### src/rtl/spiboot_pkg.sv
package spiboot_pkg;

    typedef enum logic [2:0] {
        ST_GAP, ST_CMD, ST_SIG, ST_HDR, ST_LOAD, ST_FIN, ST_PARK, ST_HALT
    } boot_state_t;

    typedef struct packed {
        logic       cpol_hi;     // SCK rests high (mode 3) when set
        logic [1:0] addr_bytes;  // address bytes after the opcode
    } spi_cfg_t;

    localparam int         NUM_CFG = 3;
    localparam logic [7:0] READ_OP = 8'h03;

    function automatic spi_cfg_t cfg_of(input logic [1:0] idx);
        spi_cfg_t c;
        c.cpol_hi    = (idx == 2'd1);
        c.addr_bytes = (idx == 2'd2) ? 2'd3 : 2'd2;
        return c;
    endfunction

    function automatic logic [7:0] marker_byte(input logic [1:0] i);
        case (i)
            2'd0:    return 8'h42;
            2'd1:    return 8'h4F;
            2'd2:    return 8'h4F;
            default: return 8'h54;
        endcase
    endfunction

endpackage

### src/rtl/spib_byte_engine.sv
module spib_byte_engine #(
    parameter int CLK_DIV = 4
) (
    input  logic       clk,
    input  logic       rst,
    input  logic       start,
    input  logic [7:0] tx_byte,
    input  logic       cpol_hi,
    input  logic       miso,
    output logic       sck,
    output logic       mosi,
    output logic       busy,
    output logic       byte_done,
    output logic [7:0] rx_byte
);
    localparam int HALF = CLK_DIV / 2;
    localparam int CW   = (HALF > 1) ? $clog2(HALF) : 1;

    logic          active, half, done_q;
    logic [CW-1:0] cnt;
    logic [2:0]    bitn;
    logic [7:0]    tx_sh, rx_sh;

    always_ff @(posedge clk) begin
        if (rst) begin
            active <= 1'b0;
            half   <= 1'b0;
            done_q <= 1'b0;
            cnt    <= '0;
            bitn   <= '0;
            tx_sh  <= '0;
            rx_sh  <= '0;
        end else begin
            done_q <= 1'b0;
            if (!active) begin
                if (start) begin
                    active <= 1'b1;
                    half   <= 1'b0;
                    cnt    <= '0;
                    bitn   <= '0;
                    tx_sh  <= tx_byte;
                end
            end else if (cnt == CW'(HALF - 1)) begin
                cnt <= '0;
                if (!half) begin
                    half  <= 1'b1;                    // rising edge: sample
                    rx_sh <= {rx_sh[6:0], miso};
                end else if (bitn == 3'd7) begin
                    active <= 1'b0;
                    half   <= 1'b0;
                    done_q <= 1'b1;
                end else begin
                    half  <= 1'b0;                    // falling edge: next bit
                    bitn  <= bitn + 3'd1;
                    tx_sh <= {tx_sh[6:0], 1'b0};
                end
            end else begin
                cnt <= cnt + CW'(1);
            end
        end
    end

    assign sck       = active ? half : cpol_hi;
    assign mosi      = active ? tx_sh[7] : 1'b0;
    assign busy      = active;
    assign byte_done = done_q;
    assign rx_byte   = rx_sh;
endmodule

### src/rtl/spib_word_packer.sv
module spib_word_packer #(
    parameter int WORD_W = 16
) (
    input  logic              clk,
    input  logic              rst,
    input  logic              clr,
    input  logic              byte_valid,
    input  logic [7:0]        byte_in,
    output logic              word_valid,
    output logic [WORD_W-1:0] word
);
    localparam int BPW = WORD_W / 8;
    localparam int PW  = (BPW > 1) ? $clog2(BPW) : 1;

    logic [PW-1:0]     pos;
    logic [WORD_W-1:0] acc;

    always_ff @(posedge clk) begin
        if (rst || clr) begin
            pos <= '0;
            acc <= '0;
        end else if (byte_valid) begin
            acc <= {byte_in, acc[WORD_W-1:8]};
            pos <= (pos == PW'(BPW - 1)) ? '0 : pos + PW'(1);
        end
    end

    assign word_valid = byte_valid && (pos == PW'(BPW - 1));
    assign word       = {byte_in, acc[WORD_W-1:8]};
endmodule

### src/rtl/spi_boot_loader.sv
module spi_boot_loader
    import spiboot_pkg::*;
#(
    parameter int CLK_DIV = 4,
    parameter int WORD_W  = 16
) (
    input  logic              clk,
    input  logic              rst,
    input  logic              spi_miso,
    output logic              spi_sck,
    output logic              spi_mosi,
    output logic              sel_n,
    output logic              sel_oe,
    output logic              prog_we,
    output logic [WORD_W-1:0] prog_addr,
    output logic [WORD_W-1:0] prog_wdata,
    output logic              done,
    output logic [WORD_W-1:0] jump_addr,
    output logic              halted,
    output logic              pram_off
);
    localparam int GAP_CYC = 2 * CLK_DIV;
    localparam int GW      = $clog2(GAP_CYC + 1);

    boot_state_t       state;
    logic [1:0]        cfg_idx;
    logic [2:0]        byte_idx;
    logic [GW-1:0]     gap_cnt;
    logic [WORD_W-1:0] words_left, wr_addr, jump_q;
    logic              we_q;
    logic [WORD_W-1:0] waddr_q, wdata_q;

    spi_cfg_t          cfg;
    logic              need_byte, eng_busy, eng_done, eng_start, word_valid;
    logic [7:0]        tx, rx;
    logic [WORD_W-1:0] word;

    assign cfg       = cfg_of(cfg_idx);
    assign need_byte = (state == ST_CMD) || (state == ST_SIG) ||
                       (state == ST_HDR) || (state == ST_LOAD);
    assign eng_start = need_byte && !eng_busy && !eng_done;
    assign tx        = (state == ST_CMD && byte_idx == 3'd0) ? READ_OP : 8'h00;

    spib_byte_engine #(.CLK_DIV(CLK_DIV)) u_eng (
        .clk(clk), .rst(rst), .start(eng_start), .tx_byte(tx),
        .cpol_hi(cfg.cpol_hi), .miso(spi_miso), .sck(spi_sck), .mosi(spi_mosi),
        .busy(eng_busy), .byte_done(eng_done), .rx_byte(rx)
    );

    spib_word_packer #(.WORD_W(WORD_W)) u_pack (
        .clk(clk), .rst(rst), .clr(state == ST_SIG),
        .byte_valid(eng_done && (state == ST_HDR || state == ST_LOAD)),
        .byte_in(rx), .word_valid(word_valid), .word(word)
    );

    always_ff @(posedge clk) begin
        if (rst) begin
            state      <= ST_GAP;
            cfg_idx    <= '0;
            byte_idx   <= '0;
            gap_cnt    <= '0;
            words_left <= '0;
            wr_addr    <= '0;
            jump_q     <= '0;
            we_q       <= 1'b0;
            waddr_q    <= '0;
            wdata_q    <= '0;
        end else begin
            we_q <= 1'b0;
            unique case (state)
                ST_GAP: begin
                    if (gap_cnt == GW'(GAP_CYC - 1)) begin
                        gap_cnt  <= '0;
                        byte_idx <= '0;
                        state    <= ST_CMD;
                    end else begin
                        gap_cnt <= gap_cnt + GW'(1);
                    end
                end
                ST_CMD: if (eng_done) begin
                    if (byte_idx == 3'(cfg.addr_bytes)) begin
                        byte_idx <= '0;
                        state    <= ST_SIG;
                    end else begin
                        byte_idx <= byte_idx + 3'd1;
                    end
                end
                ST_SIG: if (eng_done) begin
                    if (rx != marker_byte(byte_idx[1:0])) begin
                        if (cfg_idx == 2'(NUM_CFG - 1)) begin
                            state <= ST_HALT;
                        end else begin
                            cfg_idx <= cfg_idx + 2'd1;
                            state   <= ST_GAP;
                        end
                    end else if (byte_idx == 3'd3) begin
                        byte_idx <= '0;
                        state    <= ST_HDR;
                    end else begin
                        byte_idx <= byte_idx + 3'd1;
                    end
                end
                ST_HDR: if (word_valid) begin
                    if (byte_idx == 3'd0) begin
                        words_left <= word;
                        byte_idx   <= 3'd1;
                    end else begin
                        wr_addr <= word;
                        jump_q  <= word;
                        state   <= (words_left == '0) ? ST_FIN : ST_LOAD;
                    end
                end
                ST_LOAD: if (word_valid) begin
                    we_q       <= 1'b1;
                    waddr_q    <= wr_addr;
                    wdata_q    <= word;
                    wr_addr    <= wr_addr + WORD_W'(1);
                    words_left <= words_left - WORD_W'(1);
                    if (words_left == WORD_W'(1)) state <= ST_FIN;
                end
                ST_FIN:  state <= ST_PARK;
                default: state <= state;   // ST_PARK, ST_HALT hold
            endcase
        end
    end

    assign sel_n      = !need_byte;
    assign sel_oe     = !(state == ST_FIN || state == ST_PARK);
    assign prog_we    = we_q;
    assign prog_addr  = waddr_q;
    assign prog_wdata = wdata_q;
    assign done       = (state == ST_FIN);
    assign jump_addr  = jump_q;
    assign halted     = (state == ST_HALT);
    assign pram_off   = 1'b0;
endmodule

### config.mk
export PLATFORM = sky130hd
export DESIGN_NAME = spi_boot_loader
export DESIGN_NICKNAME = d
export VERILOG_FILES = /design/src/rtl/spiboot_pkg.sv /design/src/rtl/spib_byte_engine.sv /design/src/rtl/spib_word_packer.sv /design/src/rtl/spi_boot_loader.sv
export SDC_FILE = /design/constraint.sdc
export NUM_CORES = 1
export LEC_CHECK = 0
export BUFFER_PORTS_ARGS = -buffer_cell sky130_fd_sc_hd__buf_2
export CAP_MARGIN = 20
export CORE_MARGIN = 3
export CORE_UTILIZATION = 54
export CTS_CLUSTER_SIZE = 16
export DETAILED_ROUTE_END_ITERATION = 10
export GPL_ROUTABILITY_DRIVEN = 0
export MAX_ROUTING_LAYER = met4
export PLACE_DENSITY = 0.77
export REMOVE_ABC_BUFFERS = 1
export SKIP_LAST_GASP = 1
export SLEW_MARGIN = 20
export SYNTH_ARGS = -nofsm -noshare
export SYNTH_HDL_FRONTEND = slang
export SYNTH_HIERARCHICAL = 1
export SYNTH_SLANG_ARGS = --single-unit
### constraint.sdc
create_clock -name clk -period 2.6 [get_ports clk]
set_clock_uncertainty 0.05 [all_clocks]
set_input_delay 0.26 -clock clk [delete_from_list [all_inputs] [get_ports clk]]
set_output_delay 0.26 -clock clk [all_outputs]
set_load 0.005 [all_outputs]
==> results.yml, run 1 <==
status:
  status: "finished, final reports clean"
clocking:
  cts_sinks: 125
  clk-insertion-delay-late_ns: 0.42
  cts_tree: "yes"
  h-tree-depth: 4
  hold_buffers: 0
  cts_buffer_depth: 2
  post_cts_resized: 0
  cts_buffers: 17
  post-cts-setup-buffers: 0
  cts-root-buf: "clkbuf_16"
  clk_pin_slew_ns: 0.06
worst_setup_path:
  path_delay_family: "compound AO/OA/AOI/OAI gates"
  cp_num_buf_inv: 1
  worst_setup_path_end_kind: "flop"
  cp.arrival_ns: 2.69
  worstPathRequired_ns: 2.86
  crit_path_cell_trace: "buf_4, nand3b_1, a21boi_1, and2_1, mux2i_1, a22oi_4, o221ai_2, or2_1, o41ai_2"
  crit_path_top_delay_cell: "o41ai_2"
  worst_path_largest_cell_delay_ns: 0.34
  crit_path_max_fanout: 22
  start_kind: "flop"
  path_class: "flop to flop"
die:
  io_pins: 59
  die_w_um: 113.7
  die_y_um: 113.7
  start_util: 0.5657
  core_area_um2: 11080
  rows: 38
  dieArea_um2: 12930
sta:
  maxSlewHeadroom: 0.5319
  finalCritPeriodShare: 0.9351
  rsz0062_at_grt: "false"
  slew_viol_final: 0
  tightest_slew_ns: 0.7012
  period_needed_ns: 2.431
  final-setup-viol-count: 0
  finalHoldViolations: 0
  maxClockFrequency_mhz: 411.3
pwr:
  finalPower_mw: 4.482
  p_comb_frac: 0.049
  powerDensity_nw_per_um2: 627.9
  switching_share: 0.2430
  p_int_mw: 3.393
  peakVddDrop_mv: 0.5649
  switching_power_mw: 1.089
  leakagePower_nw: 2.857
  share_clk_of_total_power: 0.509
  p_seq_frac: 0.441
layout:
  drive_gt1_frac: 0.1816
  instances_no_fill: 944
  antenna_cells: 0
  fillers: 903
  syn_to_final_growth_pct: 13.91
  nets: 808
yosys:
  ys.flop_type: "dfxtp_1"
  mappedNetlistArea_um2: 6267
  synth_edf_count: 0
  postSynthAreaPerCell_um2: 8.356
  seq_area_frac_synth: 0.3993
  synth_cell_types: 77
  yosysWarnings: 6
  async_reset_ff_frac: 0
  syn_inst: 750
  ys_ff_latch: 125
global_route:
  grt_pass1_vias: 5309
  grt_antenna_before_repair: 0
  overflow: 0
  grt_max_degree: 62
  grt_usage: 0.2520
  grt_pass1_wl_um: 25670
detailed_routing:
  drc: 0
  vias: 5615
  drtIter0Drc: 410
  routed_wirelength_um: 15540
  drtPass1Iterations: 5
  wl_per_cell_um: 16.46
  routed_via_density: 5.948
  antenna_left: 0
placement:
  dp_hpwl_um: 10290
  post-place-cells: 912
  io_buffers: 57
job:
  cap_violations: 0
hold_path:
  worstHoldPathType: "input port to flop"
[Yosys cell counts, drive strengths merged (3+ instances only)]
master | number | area [um^2]
o22ai | 3 | 18.77
nand3b | 3 | 22.52
a21oi | 79 | 399.1
xor2 | 3 | 26.28
o31a | 3 | 26.28
inv | 14 | 52.55
nor4 | 5 | 46.29
nor3 | 23 | 120.1
or3b | 5 | 46.30
nor2 | 72 | 270.3
a31oi | 6 | 37.54
ha | 14 | 175.2
nand4 | 5 | 37.53
a211oi | 15 | 182.7
mux2i | 39 | 390.4
clkbuf | 19 | 71.32
and3 | 5 | 31.28
o32ai | 3 | 26.28
o21ai | 52 | 279.0
nand2 | 109 | 414.2
o211ai | 4 | 30.03
nand2b | 9 | 56.30
nor3b | 5 | 42.54
nor2b | 8 | 50.05
o31ai | 7 | 52.55
buf | 41 | 279.0
and2 | 14 | 90.09
or2 | 4 | 25.03
and4 | 3 | 26.28
nand3 | 16 | 80.08
a21boi | 3 | 22.52
o41ai | 3 | 41.29
dfxtp | 125 | 2502
[routing by layer]
| metal | up-vias | global-route usage | part of all wire |
|---|---|---|---|
| li1 | 2704 | - | - |
| met1 | 2644 | 0.3087 | 0.42 |
| met2 | 215 | 0.3985 | 0.48 |
| met3 | 52 | 0.05305 | 0.066 |
| met4 | 0 | 0.1170 | 0.036 |
| met5 | - | - | 0 |
[cells by family (layout without fill, tap and decap cells)]
family | after synthesis | after routing | synth area share
AOI/OAI and AO/OA | 196 | 196 | 0.2074
and+or+nand+nor | 295 | 295 | 0.2294
other | 1 | 7 | 0.0005983
muxes | 40 | 40 | 0.06408
buffers and inverters | 74 | 122 | 0.06428
xor gates and xnor gates | 5 | 5 | 0.006989
DFF | 125 | 125 | 0.3993
adders and majority gates | 14 | 14 | 0.02795
[cells in the final DEF (no fill, tap or decap), types with 16 or more instances in the layout]
| master | netlist | routed |
|---|---|---|
| dfxtp_1 | 125 | 125 |
| nand2_1 | 107 | 107 |
| a21oi_1 | 78 | 78 |
| nor2_1 | 72 | 72 |
| buf_2 | 16 | 56 |
| o21ai_0 | 47 | 47 |
| mux2i_1 | 39 | 39 |
| nor3_1 | 22 | 22 |
| buf_4 | 16 | 19 |
| clkbuf_16 | 0 | 17 |
| nand3_1 | 16 | 16 |
[registers in the layout (all words and copies together) (netlist names), 3 cells and up]
name and cells:
words_left 16, state 3, u_eng/tx_sh 8, u_pack/acc 8, u_eng/bitn 3, prog_wdata 16, byte_idx 3, prog_addr 16
jump_addr 16, gap_cnt 4, wr_addr 16, u_eng/rx_byte 8
[through the flow]
step | worst slack (ns) | TNS, ns | utilization | hold WS (ns) | cell area, um^2
2_1_floorplan | -1.616 | -120.29 | - | 0.2746 | 5939
3_3_place_gp | 0.3619 | 0 | 0.5925 | 0.3895 | 6564
3_5_place_dp | 0.1998 | 0 | 0.5925 | 0.3946 | 6564
4_1_cts | 0.1746 | 0 | 0.6445 | 0.02038 | 7139
5_1_grt | 0.02348 | 0 | 0.6445 | 0.05107 | 7139
6_report | 0.1688 | 0 | 0.6445 | 0.02481 | 7139
[final cells by class]
type / instances / area [um^2] / share of cell area
repair buffers: 76 / 442.9 / 0.06204
multi-input cells: 557 / 3391 / 0.4749
clock buffers: 19 / 442.9 / 0.06204
flip-flops and latches: 125 / 2502 / 0.3505
well taps: 140 / 175.2 / 0.02454
clock inverters: 13 / 132.6 / 0.01858
inverters: 14 / 52.55 / 0.007361
[worst register-to-register path, stage by stage, from the launching register on]
cell	delay (ns)
dfxtp_1	0.33
buf_4	0.25
nand3b_1	0.24
a21boi_1	0.23
and2_1	0.17
mux2i_1	0.11
a22oi_4	0.17
o221ai_2	0.15
or2_1	0.27
o41ai_2	0.34
[path summary, 6_finish.rpt]
kind / slack (ns) / endpoint / cells past startpoint / startpoint
max: 0.17 / state[0] / 9 / state[0]
min reg2reg: 0.40 / prog_addr[7] / 2 / prog_addr[7]
min: 0.02 / u_eng/rx_byte[0] / 3 / spi_miso
max reg2reg: 0.17 / state[0] / 9 / state[0]
[power by group through the flow]
stage	clock, mW	combinational [mW]	sequential, mW
global route	2.40	0.243	1.98
CTS	2.30	0.219	1.98
finish	2.28	0.221	1.98
floorplan	0	0.142	2.02
detailed placement	0	0.217	2.02
global placement	0	0.209	2.02
Power figures use the tool's default switching activity.
==> inputs of run 2 (changes only) <==
--- a/config.mk
+++ b/config.mk
@@ -7,13 +7,15 @@
 export LEC_CHECK = 0
 export BUFFER_PORTS_ARGS = -buffer_cell sky130_fd_sc_hd__buf_2
 export CAP_MARGIN = 20
+export CELL_PAD_IN_SITES_DETAIL_PLACEMENT = 0
+export CELL_PAD_IN_SITES_GLOBAL_PLACEMENT = 1
 export CORE_MARGIN = 3
-export CORE_UTILIZATION = 54
+export CORE_UTILIZATION = 40
 export CTS_CLUSTER_SIZE = 16
 export DETAILED_ROUTE_END_ITERATION = 10
 export GPL_ROUTABILITY_DRIVEN = 0
 export MAX_ROUTING_LAYER = met4
-export PLACE_DENSITY = 0.77
+export PLACE_DENSITY_LB_ADDON = 0.1
 export REMOVE_ABC_BUFFERS = 1
 export SKIP_LAST_GASP = 1
 export SLEW_MARGIN = 20
==> run 2 against run 1 <==
  * Critical path depth did not move
  * Clock power rose by 10%
  * Worst hold slack got worse by 0.0041 ns
  * Sequential share of layout area fell by 0.83 points
  * Via count fell by 3.7%
  * Maximum frequency rose by 6.3%
  * Power rose by 5.1%
  * Routed wire length rose by 2.7%
  * First-iteration DRC count fell by 21%
  * Cell count rose by 7.7%
  * Utilization fell by 17 points
==> results.yml, run 2 (synthesized netlist as in run 1, its figures left out) <==
status:
  status: "finished, final reports clean"
detailed_routing:
  antenna_left: 0
  drc: 0
  wl_per_cell_um: 15.69
  routed_wirelength_um: 15950
  drtIter0Drc: 323
  vias: 5408
  routed_via_density: 5.318
  drtPass1Iterations: 5
layout:
  stdcell_area_um2: 7312
  fin_util: 0.4792
  nets: 811
  syn_to_final_growth_pct: 16.67
  layout_commonest_cell: "dfxtp_1"
  antenna_cells: 0
  drive_gt1_frac: 0.1824
  layout_common_cells: "dfxtp_1, nand2_1, a21oi_1"
sta:
  rsz0062_at_grt: "false"
  maxClockFrequency_mhz: 437.4
  fin_setup_tns_ns: 0
  period_needed_ns: 2.286
  maxSlewHeadroom: 0.5255
  slew_viol_final: 0
  finalCritPeriodShare: 0.8793
  hold_ws_ns: 0.02066
  final-setup-viol-count: 0
  tightest_slew_ns: 0.7108
  finalHoldViolations: 0
pwr:
  peakVddDrop_mv: 0.4364
  finalPower_mw: 4.710
  powerDensity_nw_per_um2: 644.2
  leakagePower_nw: 2.891
clocking:
  cts-root-buf: "clkbuf_16"
  cts_sinks: 125
  cts_buffer_depth: 2
  h-tree-depth: 4
  hold_buffers: 0
  cts_buffers: 17
  clk-insertion-delay-late_ns: 0.42
  cts_tree: "yes"
  clk_pin_slew_ns: 0.05
hold_path:
  worstHoldPathType: "input port to flop"
placement:
  dpl_cell_area_um2: 6673
  dp_hpwl_um: 10880
  io_buffers: 57
global_route:
  grt_pass1_wl_um: 26890
  grt_usage: 0.1945
  grt_antenna_before_repair: 0
  use_met2: 0.3036
  met1_usage: 0.2598
  grt_pass1_vias: 5212
  grt_max_degree: 52
  use_met3: 0.03254
  overflow: 0
  busiest_layer: "met2"
worst_setup_path:
  worst_setup_path_end_kind: "flop"
  crit_end: "state[0]"
  rr_endpoint: "state[0]"
  setup.worst_path.start: "state[0]"
  cp.arrival_ns: 2.56
  reg2reg_depth: 9
  rrSetupSlack_ns: 0.31
  crit_path_max_fanout: 22
  start_kind: "flop"
  path_class: "flop to flop"
  r2r_start: "state[0]"
  worstPathRequired_ns: 2.88
die:
  dieArea_um2: 17210
  die_y_um: 131.2
  start_util: 0.4107
  core_area_um2: 15260
  io_pins: 59
  die_w_um: 131.2
  rows: 45
job:
  cap_violations: 0
## run 2: area by class of cell
| class | count | area (um^2) |
|---|---|---|
| repair buffers | 79 | 478.0 |
| clock buffers | 21 | 460.4 |
| inverters | 14 | 52.55 |
| well taps | 211 | 264.0 |
| flip-flops and latches | 125 | 2502 |
| fillers | 1516 | 7946 |
| multi-input cells | 557 | 3392 |
| clock inverters | 10 | 162.7 |
## run 2: worst max-delay path, cell delays in order, from the launching register on
cell and delay [ns]:
dfxtp_1 0.32, buf_4 0.26, nand3b_1 0.19, a21boi_1 0.20, and2_1 0.17, mux2i_1 0.11, a22oi_4 0.18, o221ai_2 0.15
or2_1 0.28, o41ai_2 0.29
## run 2: routing by layer
metal  vias to the layer above  share of wire
li1                       2710              -
met1                      2584           0.49
met2                       101           0.46
met3                        13          0.035
met4                         0         0.0097
met5                         -              0
## run 2: metrics by stage
step / setup WS [ns] / std cells
after floorplan: -1.616 / 696
after global placement: 0.3737 / 984
after detailed placement: 0.2638 / 984
after CTS: 0.2383 / 1015
after global routing: 0.09636 / 1017
final: 0.3137 / 1017
## run 2: worst min path at each step
stage / start / to / slack (ns) / cells after the start
4_1_cts: spi_miso / u_eng/rx_byte[0] / 0.007 / 3
3_5_place_dp: prog_wdata[6] / prog_wdata[6] / 0.40 / 2
2_1_floorplan: rst / u_eng/tx_sh[1] / 0.27 / 1
5_1_grt: spi_miso / u_eng/rx_byte[0] / 0.03 / 3
6_report: spi_miso / u_eng/rx_byte[0] / 0.02 / 3
3_3_place_gp: prog_wdata[5] / prog_wdata[5] / 0.39 / 2
## run 2: what timing repair did
action | 4_1_cts | 5_1_grt
endpoints found under the setup margin | 0 | 2
resized for setup | 0 | 1
setup buffers | 0 | 2
## run 2: power breakdown
part           switching [mW]  internal [mW]  leakage [nW]
logic                   0.136         0.0862          1.58
clock network           0.860           1.65         0.300
registers              0.0312           1.95          1.01
total                    1.03           3.68          2.89
